**config.mk**
```make
export PLATFORM = sky130hd
export DESIGN_NAME = serial_mem_front
export DESIGN_NICKNAME = d
export VERILOG_FILES = /design/src/rtl/smf_pkg.sv /design/src/rtl/smf_sync.sv /design/src/rtl/smf_tx.sv /design/src/rtl/serial_mem_front.sv
export SDC_FILE = /design/constraint.sdc
export NUM_CORES = 1
export LEC_CHECK = 0
export BUFFER_PORTS_ARGS = -buffer_cell sky130_fd_sc_hd__buf_2
export CORE_MARGIN = 1
export CORE_UTILIZATION = 36
export CTS_CLUSTER_DIAMETER = 30
export DETAILED_ROUTE_END_ITERATION = 6
export GPL_ROUTABILITY_DRIVEN = 0
export GPL_TIMING_DRIVEN = 0
export SLEW_MARGIN = 25
export SYNTH_ARGS = -nofsm -noshare
export SYNTH_HDL_FRONTEND = slang
export SYNTH_HIERARCHICAL = 1
export SYNTH_SLANG_ARGS = --single-unit
```
**constraint.sdc**
```tcl
create_clock -name clk -period 2.4 [get_ports clk]
set_clock_uncertainty 0.2 [all_clocks]
set_input_delay 0.24 -clock clk [delete_from_list [all_inputs] [get_ports clk]]
set_output_delay 0.24 -clock clk [all_outputs]
set_load 0.02 [all_outputs]
```
**src/rtl/smf_pkg.sv**
```systemverilog
package smf_pkg;

    localparam int OPW = 8;
    localparam int ADW = 16;

    typedef enum logic [2:0] {
        PH_OP,
        PH_ADDR,
        PH_RX,
        PH_TX,
        PH_LOCK
    } phase_t;

    typedef enum logic [2:0] {
        OP_NONE,
        OP_WEN_SET,
        OP_WEN_CLR,
        OP_STAT_RD,
        OP_STAT_WR,
        OP_ARR_RD,
        OP_ARR_WR
    } opk_t;

    typedef struct packed {
        logic wen_set;
        logic wen_clr;
        logic sr_wr;
        logic arr_wr;
        logic rd_req;
    } strobe_t;

    // Upper nibble must be clear; bit 3 is ignored.
    function automatic opk_t decode_op(input logic [OPW-1:0] b);
        opk_t k;
        k = OP_NONE;
        if (b[7:4] == 4'h0) begin
            case (b[2:0])
                3'b110:  k = OP_WEN_SET;
                3'b100:  k = OP_WEN_CLR;
                3'b101:  k = OP_STAT_RD;
                3'b001:  k = OP_STAT_WR;
                3'b011:  k = OP_ARR_RD;
                3'b010:  k = OP_ARR_WR;
                default: k = OP_NONE;
            endcase
        end
        return k;
    endfunction

    // Advance only the low pw bits, keeping the page.
    function automatic logic [ADW-1:0] page_step(input logic [ADW-1:0] a, input int pw);
        logic [ADW-1:0] mask;
        mask = (ADW'(1) << pw) - ADW'(1);
        return (a & ~mask) | ((a + ADW'(1)) & mask);
    endfunction

endpackage

```
**src/rtl/smf_sync.sv**
```systemverilog
module smf_sync #(
    parameter int             W       = 1,
    parameter logic [W-1:0]   RST_VAL = '0
) (
    input  logic         clk,
    input  logic         rst,
    input  logic [W-1:0] d,
    output logic [W-1:0] q
);
    for (genvar g = 0; g < W; g++) begin : g_bit
        logic meta;
        always_ff @(posedge clk) begin
            if (rst) begin
                meta <= RST_VAL[g];
                q[g] <= RST_VAL[g];
            end else begin
                meta <= d[g];
                q[g] <= meta;
            end
        end
    end
endmodule

```
**src/rtl/smf_tx.sv**
```systemverilog
module smf_tx #(
    parameter int BW = 8
) (
    input  logic          clk,
    input  logic          rst,
    input  logic          load,
    input  logic          shift,
    input  logic [BW-1:0] byte_in,
    output logic          so
);
    logic [BW-1:0] rest;

    always_ff @(posedge clk) begin
        if (rst) begin
            rest <= '0;
            so   <= 1'b0;
        end else if (load) begin
            so   <= byte_in[BW-1];
            rest <= {byte_in[BW-2:0], 1'b0};
        end else if (shift) begin
            so   <= rest[BW-1];
            rest <= {rest[BW-2:0], 1'b0};
        end
    end
endmodule

```
**src/rtl/serial_mem_front.sv**
```systemverilog
module serial_mem_front
    import smf_pkg::*;
#(
    parameter int AW = 12,
    parameter int PW = 5
) (
    input  logic          clk,
    input  logic          rst,
    input  logic          sck,
    input  logic          cs_n,
    input  logic          si,
    input  logic          hold_n,
    output logic          so,
    output logic          so_oe,
    input  logic          busy,
    input  logic [7:0]    status_in,
    output logic          wen_set,
    output logic          wen_clr,
    output logic          sr_wr_valid,
    output logic          wr_valid,
    output logic [AW-1:0] wr_addr,
    output logic [7:0]    rx_byte,
    output logic          mem_rd_en,
    output logic [AW-1:0] mem_rd_addr,
    input  logic [7:0]    mem_rd_data
);
    localparam int CNTW = $clog2(ADW);
    localparam logic [CNTW-1:0] LAST_BYTE_BIT = CNTW'(OPW - 1);
    localparam logic [CNTW-1:0] LAST_ADDR_BIT = CNTW'(ADW - 1);

    // ---- pin synchronisers ----
    logic [3:0] pins_s;
    logic cs_n_s, hold_n_s, sck_s, si_s;

    smf_sync #(.W(4), .RST_VAL(4'b1100)) u_sync (
        .clk (clk),
        .rst (rst),
        .d   ({cs_n, hold_n, sck, si}),
        .q   (pins_s)
    );
    assign {cs_n_s, hold_n_s, sck_s, si_s} = pins_s;

    logic sck_q;
    always_ff @(posedge clk) begin
        if (rst) sck_q <= 1'b0;
        else     sck_q <= sck_s;
    end

    logic sck_rise, sck_fall, run;
    assign sck_rise = sck_s & ~sck_q;
    assign sck_fall = ~sck_s & sck_q;
    assign run      = ~cs_n_s & hold_n_s;

    // ---- sequencer ----
    phase_t          phase;
    opk_t            opk;
    logic [CNTW-1:0] cnt;
    logic [ADW-1:0]  shreg;
    logic [ADW-1:0]  nxt;
    logic [AW-1:0]   addr_q;
    strobe_t         stb;
    logic            out_active;
    opk_t            op_dec;

    always_comb begin
        nxt    = {shreg[ADW-2:0], si_s};
        op_dec = decode_op(nxt[OPW-1:0]);
    end

    always_ff @(posedge clk) begin
        if (rst) begin
            phase       <= PH_OP;
            opk         <= OP_NONE;
            cnt         <= '0;
            shreg       <= '0;
            addr_q      <= '0;
            stb         <= '0;
            out_active  <= 1'b0;
            wr_addr     <= '0;
            rx_byte     <= '0;
            mem_rd_addr <= '0;
        end else begin
            stb <= '0;
            if (cs_n_s) begin
                phase      <= PH_OP;
                cnt        <= '0;
                out_active <= 1'b0;
            end else if (run && sck_rise) begin
                shreg <= nxt;
                cnt   <= cnt + 1'b1;
                case (phase)
                    PH_OP: if (cnt == LAST_BYTE_BIT) begin
                        cnt <= '0;
                        opk <= op_dec;
                        if (op_dec == OP_NONE || (busy && op_dec != OP_STAT_RD)) begin
                            phase <= PH_LOCK;
                        end else begin
                            case (op_dec)
                                OP_WEN_SET: begin stb.wen_set <= 1'b1; phase <= PH_LOCK; end
                                OP_WEN_CLR: begin stb.wen_clr <= 1'b1; phase <= PH_LOCK; end
                                OP_STAT_RD: phase <= PH_TX;
                                OP_STAT_WR: phase <= PH_RX;
                                default:    phase <= PH_ADDR;
                            endcase
                        end
                    end
                    PH_ADDR: if (cnt == LAST_ADDR_BIT) begin
                        cnt    <= '0;
                        addr_q <= nxt[AW-1:0];
                        if (opk == OP_ARR_RD) begin
                            stb.rd_req  <= 1'b1;
                            mem_rd_addr <= nxt[AW-1:0];
                            phase       <= PH_TX;
                        end else begin
                            phase <= PH_RX;
                        end
                    end
                    PH_RX: if (cnt == LAST_BYTE_BIT) begin
                        cnt     <= '0;
                        rx_byte <= nxt[OPW-1:0];
                        if (opk == OP_STAT_WR) begin
                            stb.sr_wr <= 1'b1;
                            phase     <= PH_LOCK;
                        end else begin
                            stb.arr_wr <= 1'b1;
                            wr_addr    <= addr_q;
                            addr_q     <= AW'(page_step(ADW'(addr_q), PW));
                        end
                    end
                    PH_TX: if (cnt == LAST_BYTE_BIT) begin
                        cnt <= '0;
                        if (opk == OP_ARR_RD) begin
                            addr_q      <= addr_q + 1'b1;
                            mem_rd_addr <= addr_q + 1'b1;
                            stb.rd_req  <= 1'b1;
                        end
                    end
                    default: cnt <= cnt;
                endcase
            end
            if (run && sck_fall && phase == PH_TX && cnt == '0) out_active <= 1'b1;
        end
    end

    // ---- output shifter ----
    logic tx_load, tx_shift;
    assign tx_load  = run && sck_fall && phase == PH_TX && cnt == '0;
    assign tx_shift = run && sck_fall && phase == PH_TX && cnt != '0;

    smf_tx #(.BW(OPW)) u_tx (
        .clk     (clk),
        .rst     (rst),
        .load    (tx_load),
        .shift   (tx_shift),
        .byte_in ((opk == OP_STAT_RD) ? status_in : mem_rd_data),
        .so      (so)
    );

    assign so_oe       = out_active & hold_n_s & ~cs_n_s;
    assign wen_set     = stb.wen_set;
    assign wen_clr     = stb.wen_clr;
    assign sr_wr_valid = stb.sr_wr;
    assign wr_valid    = stb.arr_wr;
    assign mem_rd_en   = stb.rd_req;

    // ---- assertions ----
    logic [1:0] age;
    always_ff @(posedge clk) begin
        if (rst)            age <= '0;
        else if (age != 2'd3) age <= age + 1'b1;
    end

    p_deselect_quiet_r3: assert property (@(posedge clk) disable iff (rst)
        (age == 2'd3 && $past(cs_n, 2)) |-> !so_oe);

    p_lock_silent_r2: assert property (@(posedge clk) disable iff (rst)
        (phase == PH_LOCK) |-> !so_oe);

    p_strobe_excl_r1: assert property (@(posedge clk) disable iff (rst)
        $onehot0(stb));

    p_rdreq_pulse_r6: assert property (@(posedge clk) disable iff (rst)
        mem_rd_en |=> !mem_rd_en);

    p_so_after_fall_r11: assert property (@(posedge clk) disable iff (rst)
        !$past(sck_fall) |-> $stable(so));

    p_hold_freeze_r4: assert property (@(posedge clk) disable iff (rst)
        (!$past(hold_n_s) && !$past(cs_n_s)) |-> ($stable(cnt) && $stable(phase)));

    p_busy_gate_r10: assert property (@(posedge clk) disable iff (rst)
        (busy && run && sck_rise && phase == PH_OP && cnt == LAST_BYTE_BIT
         && op_dec != OP_STAT_RD) |=> (phase == PH_LOCK && stb == '0));

endmodule

```
* After elaboration in Yosys (flattened, before gate mapping)
Index checks and enable logic that the tools add are counted.
** Word-level totals
- Flip-flop bits (word level) :: 88
- Bits of input ports :: 23
- Output and inout port bits :: 39
- Word-level logic and storage cells :: 138
** Operators by class
- $add $sub $neg :: 3
- Equal/unequal tests :: 27
- Mux-type cells :: 37
- Bitwise operators :: 14
- Reduce and logical (&&, ||, !) cells :: 32
** Operators with widths (count)
- $mux W12 :: 7
- $pmux W12 S3 :: 1
- $mux W8 :: 3
- $pmux W12 S2 :: 1
- $eq A3 B2 Y1 const B :: 7
- $eq A3 B3 Y1 const B :: 6
- $mux W3 :: 6
- $pmux W3 S3 :: 2
- $pmux W3 S6 :: 1
- $ne A2 B2 Y1 const B :: 8
- $add A12 B1 Y12 const B :: 1
- $mux W1 :: 12
- $or A12 B5 Y12 :: 1
- $eq A3 B1 Y1 const B :: 3
- $logic_not A4 Y1 :: 2
- $mux W4 :: 2
- $not A1 Y1 :: 8
- $pmux W4 S2 :: 1
- $reduce_and A4 Y1 :: 2
- $reduce_and A8 Y1 :: 1
- $reduce_bool A2 Y1 :: 4
- $reduce_and A7 Y1 :: 1
- $logic_and A1 B1 Y1 :: 6
- $logic_not A3 Y1 :: 2
- other kinds (17) :: 25

* Longest topological paths before layout
Gate-level depths: netlist of the first run.
- Depth after elaboration :: 9
- Gate-level depth with buffers :: 9
- Gate-level depth less buffers :: 6

* Cells and area by module
Netlist of the first run, hierarchy kept.
** By module, submodules not included
- serial_mem_front :: instances 1, cells an instance 423, area an instance 3533.4 µm², seq. area each 1441.4 µm²
- smf_tx :: instances 1, cells an instance 35, area an instance 369.1 µm², seq. area each 160.2 µm²
- smf_sync :: instances 1, cells an instance 16, area an instance 210.2 µm², seq. area each 160.2 µm²

* Worst setup path after synthesis of the first run
No wires, ideal clock.
- Path kind :: reg-to-reg
- Start point :: reg phase[0]
- End point :: reg u_tx.rest[2]
- Setup time :: 0.086 ns
- Arrival :: 1.945 ns
- Data required time :: 2.114 ns
- Setup slack :: 0.170 ns
- Stages on the path, launching flop included :: 9
- Path buffers :: 3
- Period minus slack after synthesis :: 2.230 ns
- Cell sequence :: dfxtp_1 > clkbuf_1 > and3b_1 > clkbuf_1 > clkbuf_1 > nand2_1 > nor2_1 > inv_1 > a211oi_1
** Between the ends
- Word-level cells in the longest chain between the ends :: 4
- Elaborated cells on any way between the ends :: 6
- Those cells by class :: 1 x eq/ne; 1 x mux; 4 x reduce/logical
** RTL lines
- start: declaration :: line serial_mem_front.sv:55 : phase_t phase;
- start signal: assignment :: line serial_mem_front.sv:72 : phase <= PH_OP;
- start signal: assignment :: line serial_mem_front.sv:85 : phase <= PH_OP;
- start signal: assignment :: line serial_mem_front.sv:96 : phase <= PH_LOCK;
- $eq A3 B2 Y1 * :: line serial_mem_front.sv:147 : assign tx_load = run && sck_fall && phase == PH_TX && cnt == '0;
- $logic_and A1 B1 Y1 * (2 in series) :: line serial_mem_front.sv:147
- named net tx_load :: line serial_mem_front.sv:146 : logic tx_load, tx_shift;
- $mux W8 or $reduce_bool A2 Y1 (tied branches)
- end signal: assignment :: line smf_tx.sv:19 : rest <= {byte_in[BW-2:0], 1'b0};
- end signal: assignment :: line smf_tx.sv:22 : rest <= {rest[BW-2:0], 1'b0};
- end: declaration :: line smf_tx.sv:11 : logic [BW-1:0] rest;
Mark *: on every way through the listed nets, which the timed path passes. The rest lies on a longest branch.
A chain may end at the register's enable or synchronous reset.

* Worst setup path after layout of the first run
- Start point :: reg u_sync.q[3]
- End point :: reg mem_rd_addr[3]
** Between the ends
- Word-level cells in the longest chain between the ends :: 4
** RTL lines
- start: declaration :: line smf_sync.sv:8 : output logic [W-1:0] q
- start signal: indexed assignment :: line smf_sync.sv:15 : q[g] <= RST_VAL[g];
- start signal: indexed assignment :: line smf_sync.sv:18 : q[g] <= meta;
- $not A1 Y1 (no source line) *
- $and A1 B1 Y1 :: line serial_mem_front.sv:52 : assign run = ~cs_n_s & hold_n_s;
- $logic_and A1 B1 Y1 :: line serial_mem_front.sv:88 : end else if (run && sck_rise) begin
- $reduce_and A7 Y1 (no source line) *
- end signal: assignment :: line serial_mem_front.sv:112 : mem_rd_addr <= nxt[AW-1:0];
- end signal: assignment :: line serial_mem_front.sv:134 : mem_rd_addr <= addr_q + 1'b1;
- end: declaration :: line serial_mem_front.sv:24 : output logic [AW-1:0] mem_rd_addr,
Mark *: on every way between the ends. The rest lies on a longest branch, timed or not.

==> results of run 1 <==
-- sequential cells by signal, summed over array words and instances (netlist names), 3 cells and up --
signal             flops
addr_q                12
cnt                    4
mem_rd_addr           12
opk                    3
phase                  3
rx_byte                8
shreg                 11
u_sync/g_bit.meta      4
u_sync/q               4
u_tx/rest              7
wr_addr               12
-- worst register-to-register path: stages, from the launching register on --
cell                       delay [ns]
sky130_fd_sc_hd__dfxtp_1         0.35
sky130_fd_sc_hd__and4bb_1        0.36
sky130_fd_sc_hd__nand2b_1        0.09
sky130_fd_sc_hd__or4_1           0.48
sky130_fd_sc_hd__buf_2           0.18
sky130_fd_sc_hd__clkbuf_1        0.26
sky130_fd_sc_hd__nand2_1         0.15
sky130_fd_sc_hd__a21oi_1         0.06
-- cell families (layout without fill, tap and decap cells) --
family,after synthesis,after routing
simple gates,191,191
compound gates,92,92
flops,88,88
buf+inv,46,125
mux,40,40
xor+xnor,14,14
fa+ha+maj,3,3
-- how the worst min path moves through the flow --
stage,start,end,slack (ns),depth (start not counted)
2_1_floorplan,rst,u_sync/g_bit[0].meta,0.11,1
4_1_cts,rst,u_sync/q[0],0.01,2
3_3_place_gp,u_sync/g_bit[2].meta,u_sync/q[2],0.20,1
3_5_place_dp,u_sync/g_bit[2].meta,u_sync/q[2],0.20,1
6_report,rst,u_sync/q[1],0.02,2
5_1_grt,rst,u_sync/g_bit[1].meta,0.05,2
-- area by class of cell --
cell class                      instances  area (µm²)  area share (%)
Multi-Input combinational cell        340        2178           43.51
Sequential cell                        88        1767           35.29
Timing Repair Buffer                   65       345.3           6.898
Clock buffer                           12       256.5           5.124
Tap cell                              140       175.2           3.499
Buffer                                 32       162.7           3.249
Clock inverter                          4       76.32           1.525
Inverter                               12       45.04          0.8998
-- power by group --
group	switching [µW]	total (µW)	internal, µW	leakage [µW]
logic	42.3	75.4	33.1	0.00102
registers	3.43	1470	1470	0.000712
clock network	585	1560	972	0.000159
-- metrics by stage --
| stage | util, % | setup TNS, ns | std cells | power [µW] | hold slack, ns |
|---|---|---|---|---|---|
| final | 45.58 | 0 | 693 | 3101 | 0.01614 |
| after CTS | 45.30 | 0 | 694 | 3131 | 0.01320 |
| after floorplan | - | 0 | 474 | 1538 | 0.1116 |
| after global routing | 45.58 | 0 | 693 | 3190 | 0.04931 |
| after global placement | 41.82 | -3.678 | 675 | 1572 | 0.1991 |
| after detailed placement | 41.82 | -4.003 | 675 | 1574 | 0.1974 |
-- placed cells by master, fill, tap and decap left out, types with 2 or more instances in the layout --
master                          instances
sky130_fd_sc_hd__buf_6                  2
sky130_fd_sc_hd__mux2i_1               31
sky130_fd_sc_hd__xor2_1                 4
sky130_fd_sc_hd__nor4b_1                2
sky130_fd_sc_hd__nand2b_1               3
sky130_fd_sc_hd__a2bb2oi_1              5
sky130_fd_sc_hd__buf_2                 66
sky130_fd_sc_hd__nor4_2                 3
sky130_fd_sc_hd__nor3_1                 8
sky130_fd_sc_hd__a211oi_1               9
sky130_fd_sc_hd__and3_1                 3
sky130_fd_sc_hd__dlygate4sd3_1          4
sky130_fd_sc_hd__nor2_1                57
sky130_fd_sc_hd__a31oi_1                2
sky130_fd_sc_hd__or2_1                  4
sky130_fd_sc_hd__nand3b_1               3
sky130_fd_sc_hd__bufinv_16              2
sky130_fd_sc_hd__or3_1                  5
sky130_fd_sc_hd__dfxtp_1               86
sky130_fd_sc_hd__nand2_1               54
sky130_fd_sc_hd__ha_1                   2
sky130_fd_sc_hd__nor2b_1               17
sky130_fd_sc_hd__clkbuf_1              22
sky130_fd_sc_hd__clkbuf_8               2
sky130_fd_sc_hd__nor4_1                 2
sky130_fd_sc_hd__nand4_1                2
sky130_fd_sc_hd__a22oi_1                2
sky130_fd_sc_hd__a21oi_1               39
sky130_fd_sc_hd__inv_1                 12
sky130_fd_sc_hd__o31a_1                 2
sky130_fd_sc_hd__clkbuf_16              9
sky130_fd_sc_hd__or4_1                  3
sky130_fd_sc_hd__a211o_1               11
sky130_fd_sc_hd__xnor2_1               10
sky130_fd_sc_hd__o21ai_0                9
sky130_fd_sc_hd__o32ai_1                7
sky130_fd_sc_hd__mux2_2                 9
sky130_fd_sc_hd__nand3_1               11
-- layer usage --
layer / vias to the layer above / GRT usage (%) / wire (µm)
li1: 1799 / - / -
met1: 1677 / 22.36 / 4669
met2: 86 / 32.35 / 5229
met3: 19 / 3.048 / 372
met4: 0 / 7.432 / 248
met5: - / 0 / 0
-- repair_timing --
item,in CTS,in global routing
gates resized for setup,5,9
endpoints found under the setup margin,12,27
pin swaps,0,1
hold buffers,4,0
hold endpoints to repair,4,0
==> results.sh, run 1 <==
export IMPL_drt_drc_violations_left=0
export IMPL_routed_wire_per_std_cell_um=15.18
export IMPL_clk_transition_reported_paths_ns=0.06
export IMPL_layout_min_cycle_time_ns=2.276
export IMPL_diodes=0
export IMPL_yosys_register_bits=88
export IMPL_ys_top_cells_by_count="sky130_fd_sc_hd__dfxtp_1 (88), sky130_fd_sc_hd__nor2_1 (58), sky130_fd_sc_hd__nand2_1 (54)"
export IMPL_cts_root_buf="sky130_fd_sc_hd__clkbuf_16"
export IMPL_netlist_top_cells_area="sky130_fd_sc_hd__dfxtp_1 (43%), sky130_fd_sc_hd__mux2i_1 (7.5%), sky130_fd_sc_hd__nor2_1 (5.3%)"
export IMPL_run_status="completed"
export IMPL_final_max_slew_viol_count=0
export IMPL_grt_start_max_net_pins=15
export IMPL_synth_main_ff_cell="sky130_fd_sc_hd__dfxtp_1"
export IMPL_post_synth_top_area_fraction_pct=42.84
export IMPL_htree_num_levels=3
export IMPL_placement_rows=38
export IMPL_chip_width_um=108.9
export IMPL_worst_r2r_endpoint="mem_rd_addr[3]"
export IMPL_post_synth_top_count_cell="sky130_fd_sc_hd__dfxtp_1"
export IMPL_max_freq_mhz=439.4
export IMPL_library_cell_occupying_the_most_area_in_the_post_synthesis_netlist="sky130_fd_sc_hd__dfxtp_1"
export IMPL_post_route_worst_setup_slack_ns=0.1244
export IMPL_worst_skew_pair_late_latency_ns=0.34
export IMPL_final_antenna_net_count=0
export IMPL_preCtsSetupSlack_ns=-0.5346
export IMPL_simple_gate_area_share_of_the_yosys_netlist_pct=23.46
export IMPL_cp_data_required_time_ns=2.40
export IMPL_cts_made_buffers=9
export IMPL_final_setup_viol_count=0
export IMPL_cpLargestDelayFamily="simple AND/OR/NAND/NOR gates"
export IMPL_routed_wl_mm=10.52
export IMPL_post_synth_xor_area_fraction_pct=2.981
export IMPL_synth_area_per_cell_um2=8.677
export IMPL_critical_path_max_stage_delay_ns=0.48
export IMPL_worstMarginPinSlew_ns=0.6178
export IMPL_seq_area_frac_synth_pct=42.84
export IMPL_num_nets_final=574
export IMPL_ff2ff_setup_slack_ns=0.12
export IMPL_drive_above_1_share_pct=20.25
export IMPL_static_leakage_power_uw=0.001886
export IMPL_area_enclosed_by_the_die_boundary_mm2=0.01186
export IMPL_setup_worst_path_start_class="flop"
export IMPL_synth_top_family_by_area="simple AND/OR/NAND/NOR gates"
export IMPL_synthesis_yosys_warnings=6
export IMPL_cts_tree="built"
export IMPL_syn_to_final_growth_pct=21.72
export IMPL_worst_hold_path_type="primary input to flop"
export IMPL_crit_type="flop to flop"
export IMPL_worst_endpoint_arrival_ns=2.27
export IMPL_effective_utilization_at_floorplan_pct=37.45
export IMPL_gr_total_overflow=0
export IMPL_synth_edff_count=0
export IMPL_yosys_area_share_adder_pct=0.9127
export IMPL_avgViaCountPerCell=5.167
export IMPL_fp_dieH_um=108.9
export IMPL_crit_path_cell_trace="and4bb_1 -> nand2b_1 -> or4_1 -> buf_2 -> clkbuf_1 -> nand2_1 -> a21oi_1"
export IMPL_cts_setup_buffers=0
export IMPL_core_area_mm2=0.01098
export IMPL_synthesis_instances=474
export IMPL_initialDrtViolationCount=153
export IMPL_router_iterations_before_antenna_repair=5
export IMPL_r2r_start="u_sync/q[3]"
export IMPL_cts_sink_count=88
export IMPL_grt_total_usage_pct=18.48
export IMPL_worstRegToRegCells=7
export IMPL_path_depth=7
export IMPL_postLayoutCellArea_mm2=0.005006
export IMPL_min_period_over_period_pct=94.82
export IMPL_hold_violations=0
export IMPL_synth_compound_area_share_pct=14.69
export IMPL_worst_setup_path_startpoint="u_sync/q[3]"
export IMPL_cts_path_max_buffers=2
export IMPL_fillerInstances=1104
export IMPL_post_place_instance_area_mm2=0.004593
export IMPL_synth_area_mux_share_pct=10.01
export IMPL_syn_nets=500
export IMPL_power_ir_vdd_worst_mv=0.3664
export IMPL_async_reset_ff_share_pct=0
export IMPL_critPathCaptureType="flop"
export IMPL_synth_cell_type_count=54
export IMPL_syn_area_mm2=0.004113
export IMPL_antenna_found_initial=0
export IMPL_vias=3581
export IMPL_place_hpwl_mm=7.658
export IMPL_maxCapViolCount=0
export IMPL_cp_max_fo=10
export IMPL_grt_pass1_wl_mm=16.78
export IMPL_first_global_vias=3404
export IMPL_cp_num_buf_inv=2
export IMPL_port_buffers=61
export IMPL_rsz0062_at_grt="no"
export IMPL_top_level_ports=62
export IMPL_relSlewSlack_pct=58.81
export IMPL_crit_slowest_cell="sky130_fd_sc_hd__or4_1"
export IMPL_critPathCapture="mem_rd_addr[3]"
export IMPL_power_density_cell_area_mw_per_mm2=619.4
Power figures use the tool's default switching activity.
==> inputs of run 2 (changes only) <==
CELL_PAD_IN_SITES_DETAIL_PLACEMENT = 0   (was default)
CELL_PAD_IN_SITES_GLOBAL_PLACEMENT = 1   (was default)
CORE_ASPECT_RATIO = 0.75   (was default)
CORE_UTILIZATION = 35   (was 36)
PLACE_DENSITY_LB_ADDON = 0.1   (was default)
==> results.sh, run 2 (same netlist as run 1, synthesis figures left out) <==
export IMPL_largest_registers="addr_q (12), mem_rd_addr (12), wr_addr (12)"
export IMPL_cp_data_required_time_ns=2.42
export IMPL_drt_drc_violations_left=0
export IMPL_gr_total_overflow=0
export IMPL_cts_sink_count=88
export IMPL_vias=3624
export IMPL_max_freq_mhz=439.2
export IMPL_cts_tree="built"
export IMPL_worstMarginPinSlew_ns=0.6758
export IMPL_num_nets_final=578
export IMPL_core_area_mm2=0.01119
export IMPL_setup_worst_path_start_class="flop"
export IMPL_area_enclosed_by_the_die_boundary_mm2=0.01219
export IMPL_top_level_ports=62
export IMPL_initialDrtViolationCount=173
export IMPL_min_period_over_period_pct=94.86
export IMPL_commonest_cells_after_routing_fill_and_taps_aside="sky130_fd_sc_hd__dfxtp_1 (86), sky130_fd_sc_hd__buf_2 (65), sky130_fd_sc_hd__nor2_1 (57), sky130_fd_sc_hd__nand2_1 (54), sky130_fd_sc_hd__a21oi_1 (39)"
export IMPL_routed_wl_mm=11.07
export IMPL_cts_path_max_buffers=2
export IMPL_htree_num_levels=3
export IMPL_routed_wire_per_std_cell_um=15.51
export IMPL_final_max_slew_viol_count=0
export IMPL_final_setup_viol_count=0
export IMPL_cts_made_buffers=9
export IMPL_worst_hold_path_type="primary input to flop"
export IMPL_grt_pass1_wl_mm=17.82
export IMPL_hold_violations=0
export IMPL_avgViaCountPerCell=5.076
export IMPL_final_antenna_net_count=0
export IMPL_fin_worst_hold_slack_ns=0.01820
export IMPL_run_status="completed"
export IMPL_postLayoutCellArea_mm2=0.005024
export IMPL_mostFrequentLayoutCell="sky130_fd_sc_hd__dfxtp_1"
export IMPL_syn_to_final_growth_pct=22.15
export IMPL_cts_root_buf="sky130_fd_sc_hd__clkbuf_16"
export IMPL_layout_min_cycle_time_ns=2.277
export IMPL_router_iterations_before_antenna_repair=5
export IMPL_critPathCaptureType="flop"
export IMPL_relSlewSlack_pct=54.95
export IMPL_crit_type="flop to flop"
export IMPL_worst_endpoint_arrival_ns=2.29
export IMPL_effective_utilization_at_floorplan_pct=36.75
export IMPL_antenna_found_initial=0
export IMPL_preCtsSetupSlack_ns=-0.6956
export IMPL_drive_above_1_share_pct=21.54
export IMPL_post_route_worst_setup_slack_ns=0.1233
export IMPL_grt_total_usage_pct=19.19
export IMPL_finish_cell_count_without_fillers=714
export IMPL_maxCapViolCount=0
export IMPL_grt_start_max_net_pins=17
export IMPL_power_density_cell_area_mw_per_mm2=580.7
export IMPL_post_place_instance_area_mm2=0.004614
export IMPL_chip_width_um=127.2
export IMPL_worst_skew_pair_late_latency_ns=0.35
export IMPL_diodes=0
export IMPL_place_hpwl_mm=7.937
export IMPL_clk_transition_reported_paths_ns=0.07
export IMPL_first_global_vias=3256
export IMPL_number_of_cells_in_the_design_after_placement=692
export IMPL_static_leakage_power_uw=0.001895
export IMPL_port_buffers=61
export IMPL_rsz0062_at_grt="no"
export IMPL_fp_dieH_um=95.88
export IMPL_cp_max_fo=10
export IMPL_post_route_util_pct=44.90
export IMPL_placement_rows=33
export IMPL_power_ir_vdd_worst_mv=0.3229
run 2: cell count changes in the layout (fill, tap and decap cells not counted), sizes merged:
cell and delta:
bufinv -2, clkbuf -1, clkinvlp -1, inv +4, buf +3, clkinv +1
run 2: routing by layer:
metal / routed length [µm] / global-route usage [%] / vias to the layer above
met5: 0 / 0 / -
met4: 92 / 4.861 / 0
met3: 548 / 4.391 / 8
met2: 4560 / 27.79 / 90
met1: 5870 / 28.33 / 1709
li1: - / - / 1817
run 2: layout make-up:
type	instances	area, µm²
plain buffers	32	167.7
clock buffers	10	239.0
clock inverters	6	48.80
fillers	1147	6166
inverters	12	45.04
multi-input cells	340	2187
flip-flops and latches	88	1764
well taps	157	196.4
repair buffers	69	375.4
run 2: path summary, 6_finish.rpt:
| path | from | end | slack, ns | cells after the start |
|---|---|---|---|---|
| max | cnt[3] | wr_addr[2] | 0.12 | 8 |
| min | rst | u_sync/g_bit[0].meta | 0.02 | 2 |
| max reg2reg | cnt[3] | wr_addr[2] | 0.12 | 8 |
| min reg2reg | u_sync/g_bit[2].meta | u_sync/q[2] | 0.21 | 1 |
run 2: metrics by stage:
step	total power [µW]	setup TNS [ns]
6_report	2917	0
5_1_grt	3029	0
4_1_cts	2951	0
3_5_place_dp	1576	-5.613
3_3_place_gp	1574	-6.003
2_1_floorplan	1538	0
run 2: report_power, final:
| part | switching [µW] | leakage (µW) | total (µW) | internal, µW |
|---|---|---|---|---|
| clock network | 623 | 0.000144 | 1370 | 745 |
| registers | 3.85 | 0.000711 | 1470 | 1470 |
| logic | 45.2 | 0.00104 | 78.9 | 33.7 |
run 2: what timing repair did:
item | 4_1_cts | 5_1_grt
resized for setup | 8 | 12
hold endpoints to repair | 4 | 0
endpoints found under the setup margin | 19 | 35
pin swaps | 0 | 2
hold buffers | 4 | 0
buffers inserted | 0 | 4
run 2: critical path, stage by stage (launching register included):
cell and delay [ns]:
sky130_fd_sc_hd__dfxtp_1 0.30, sky130_fd_sc_hd__buf_2 0.17, sky130_fd_sc_hd__nand3b_4 0.20, sky130_fd_sc_hd__or4_4 0.52, sky130_fd_sc_hd__nor2b_2 0.13, sky130_fd_sc_hd__buf_4 0.16, sky130_fd_sc_hd__buf_8 0.16, sky130_fd_sc_hd__mux2i_1 0.23
sky130_fd_sc_hd__nor2_1 0.05
==> inputs of run 3 (changes only) <==
PLACE_DENSITY_LB_ADDON = 0.25   (was 0.1)
==> results.sh, run 3 (same netlist as run 1, synthesis figures left out) <==
export IMPL_run_status="completed"
export IMPL_worst_r2r_endpoint="wr_addr[3]"
export IMPL_largest_registers="addr_q (12), mem_rd_addr (12), wr_addr (12)"
export IMPL_crit_slowest_cell="sky130_fd_sc_hd__or4_4"
export IMPL_relSlewSlack_pct=56.96
export IMPL_cts_path_max_buffers=2
export IMPL_critical_path_max_stage_delay_ns=0.49
export IMPL_cts_made_buffers=9
export IMPL_commonest_cells_after_routing_fill_and_taps_aside="sky130_fd_sc_hd__dfxtp_1 (86), sky130_fd_sc_hd__buf_2 (66), sky130_fd_sc_hd__nor2_1 (57), sky130_fd_sc_hd__nand2_1 (54), sky130_fd_sc_hd__a21oi_1 (39)"
export IMPL_power_ir_vdd_worst_mv=0.3832
export IMPL_top_level_ports=62
export IMPL_ff2ff_setup_slack_ns=0.12
export IMPL_diodes=0
export IMPL_maxCapViolCount=0
export IMPL_final_antenna_net_count=0
export IMPL_worstRegToRegCells=7
export IMPL_crit_path_cell_trace="nand4bb_2 -> or4_4 -> nor2b_1 -> buf_4 -> buf_8 -> mux2i_1 -> nor2_1"
export IMPL_setup_worst_path_start_class="flop"
export IMPL_worst_skew_pair_late_latency_ns=0.34
export IMPL_place_hpwl_mm=7.739
export IMPL_chip_width_um=127.2
export IMPL_area_enclosed_by_the_die_boundary_mm2=0.01219
export IMPL_mostFrequentLayoutCell="sky130_fd_sc_hd__dfxtp_1"
export IMPL_seqCellArea_mm2=0.001764
export IMPL_placement_rows=33
export IMPL_static_leakage_power_uw=0.001910
export IMPL_min_to="u_sync/g_bit[0].meta"
export IMPL_initialDrtViolationCount=240
export IMPL_min_from="rst"
export IMPL_routed_wire_per_std_cell_um=15.06
export IMPL_multi_input_combinational_cell_area_mm2=0.002173
export IMPL_min_period_over_period_pct=94.90
export IMPL_cts_root_buf="sky130_fd_sc_hd__clkbuf_16"
export IMPL_routed_wl_mm=10.77
export IMPL_grt_start_max_net_pins=16
export IMPL_final_setup_viol_count=0
export IMPL_core_area_mm2=0.01119
export IMPL_port_buffers=61
export IMPL_cp_data_required_time_ns=2.41
export IMPL_worstMarginPinSlew_ns=0.6456
export IMPL_effective_utilization_at_floorplan_pct=36.75
export IMPL_cp_max_fo=10
export IMPL_layout_min_cycle_time_ns=2.278
export IMPL_crit_type="flop to flop"
export IMPL_avgViaCountPerCell=5.049
export IMPL_cts_sink_count=88
export IMPL_num_nets_final=579
export IMPL_gr_total_overflow=0
export IMPL_holdPathStages=2
export IMPL_router_iterations_before_antenna_repair=5
export IMPL_rsz0062_at_grt="no"
export IMPL_fillerInstances=1125
export IMPL_worst_hold_path_type="primary input to flop"
export IMPL_syn_to_final_growth_pct=23.00
export IMPL_critPathCaptureType="flop"
export IMPL_max_freq_mhz=439.1
export IMPL_grt_total_usage_pct=18.38
export IMPL_vias=3610
export IMPL_drt_drc_violations_left=0
export IMPL_final_max_slew_viol_count=0
export IMPL_grt_pass1_wl_mm=17.32
export IMPL_fp_dieH_um=95.88
export IMPL_worst_endpoint_arrival_ns=2.29
export IMPL_r2r_start="u_sync/q[3]"
export IMPL_power_density_cell_area_mw_per_mm2=609.7
export IMPL_htree_num_levels=3
export IMPL_cts_tree="built"
export IMPL_post_route_util_pct=45.21
export IMPL_antenna_found_initial=0
export IMPL_hold_violations=0
export IMPL_setup_tns_ns=0
export IMPL_clk_transition_reported_paths_ns=0.06
export IMPL_first_global_vias=3351
export IMPL_drive_above_1_share_pct=21.33
==> run 3: report_power, final <==
group / switching, µW / internal (µW)
Combinational: 45.0 / 33.0
Clock: 592 / 944
Sequential: 3.43 / 1470
==> run 3: worst max path at each step <==
| stage | from | to | depth (start not counted) | slack [ns] |
|---|---|---|---|---|
| floorplan | phase[0] | u_tx/rest[2] | 8 | 0.17 |
| global placement | phase[0] | u_tx/rest[4] | 8 | -0.64 |
| detailed placement | phase[0] | u_tx/rest[2] | 8 | -0.70 |
| CTS | cnt[0] | wr_addr[3] | 8 | 0.02 |
| global route | u_sync/q[3] | wr_addr[2] | 7 | 0.02 |
| finish | u_sync/q[3] | wr_addr[3] | 7 | 0.12 |
==> run 3: critical path: cells and delay by family (launching register included) <==
| kind | cells | cell delay, ns |
|---|---|---|
| flops | 1 | 0.37 |
| mux | 1 | 0.20 |
| buf+inv | 2 | 0.34 |
| simple gates | 4 | 1.04 |
==> run 3: what timing repair did <==
item | in CTS | in global routing
hold endpoints to repair | 4 | 0
setup buffers | 0 | 5
pin swaps | 0 | 1
resized for setup | 5 | 11
hold buffers | 4 | 0
endpoints found under the setup margin | 14 | 34
==> run 3: cell type report <==
| class | count | share of cell area, % |
|---|---|---|
| Sequential cell | 88 | 34.88 |
| Buffer | 32 | 3.265 |
| Multi-Input combinational cell | 340 | 42.96 |
| Clock buffer | 10 | 4.724 |
| Clock inverter | 6 | 1.830 |
| Timing Repair Buffer | 70 | 7.569 |
| Tap cell | 157 | 3.883 |
| Inverter | 12 | 0.8904 |
==> run 3: routing by layer <==
| layer | track usage (%) | vias to the layer above | routed length, µm | share of wire, % |
|---|---|---|---|---|
| li1 | - | 1815 | - | - |
| met1 | 26.40 | 1694 | 5589 | 52 |
| met2 | 27.34 | 93 | 4543 | 42 |
| met3 | 4.225 | 8 | 534 | 5.0 |
| met4 | 5.159 | 0 | 102 | 0.95 |
| met5 | 0 | - | 0 | 0 |
==> run 3: through the flow <==
step	hold WS, ns	total power [µW]	instances	area [µm²]	setup WS, ns
2_1_floorplan	0.1116	1538	474	4113	0.1698
3_3_place_gp	0.1916	1575	692	4614	-0.6433
3_5_place_dp	0.1915	1576	692	4614	-0.7039
4_1_cts	0.03851	3115	711	4995	0.02372
5_1_grt	0.06497	3180	715	5059	0.01808
6_report	0.04548	3084	715	5059	0.1224
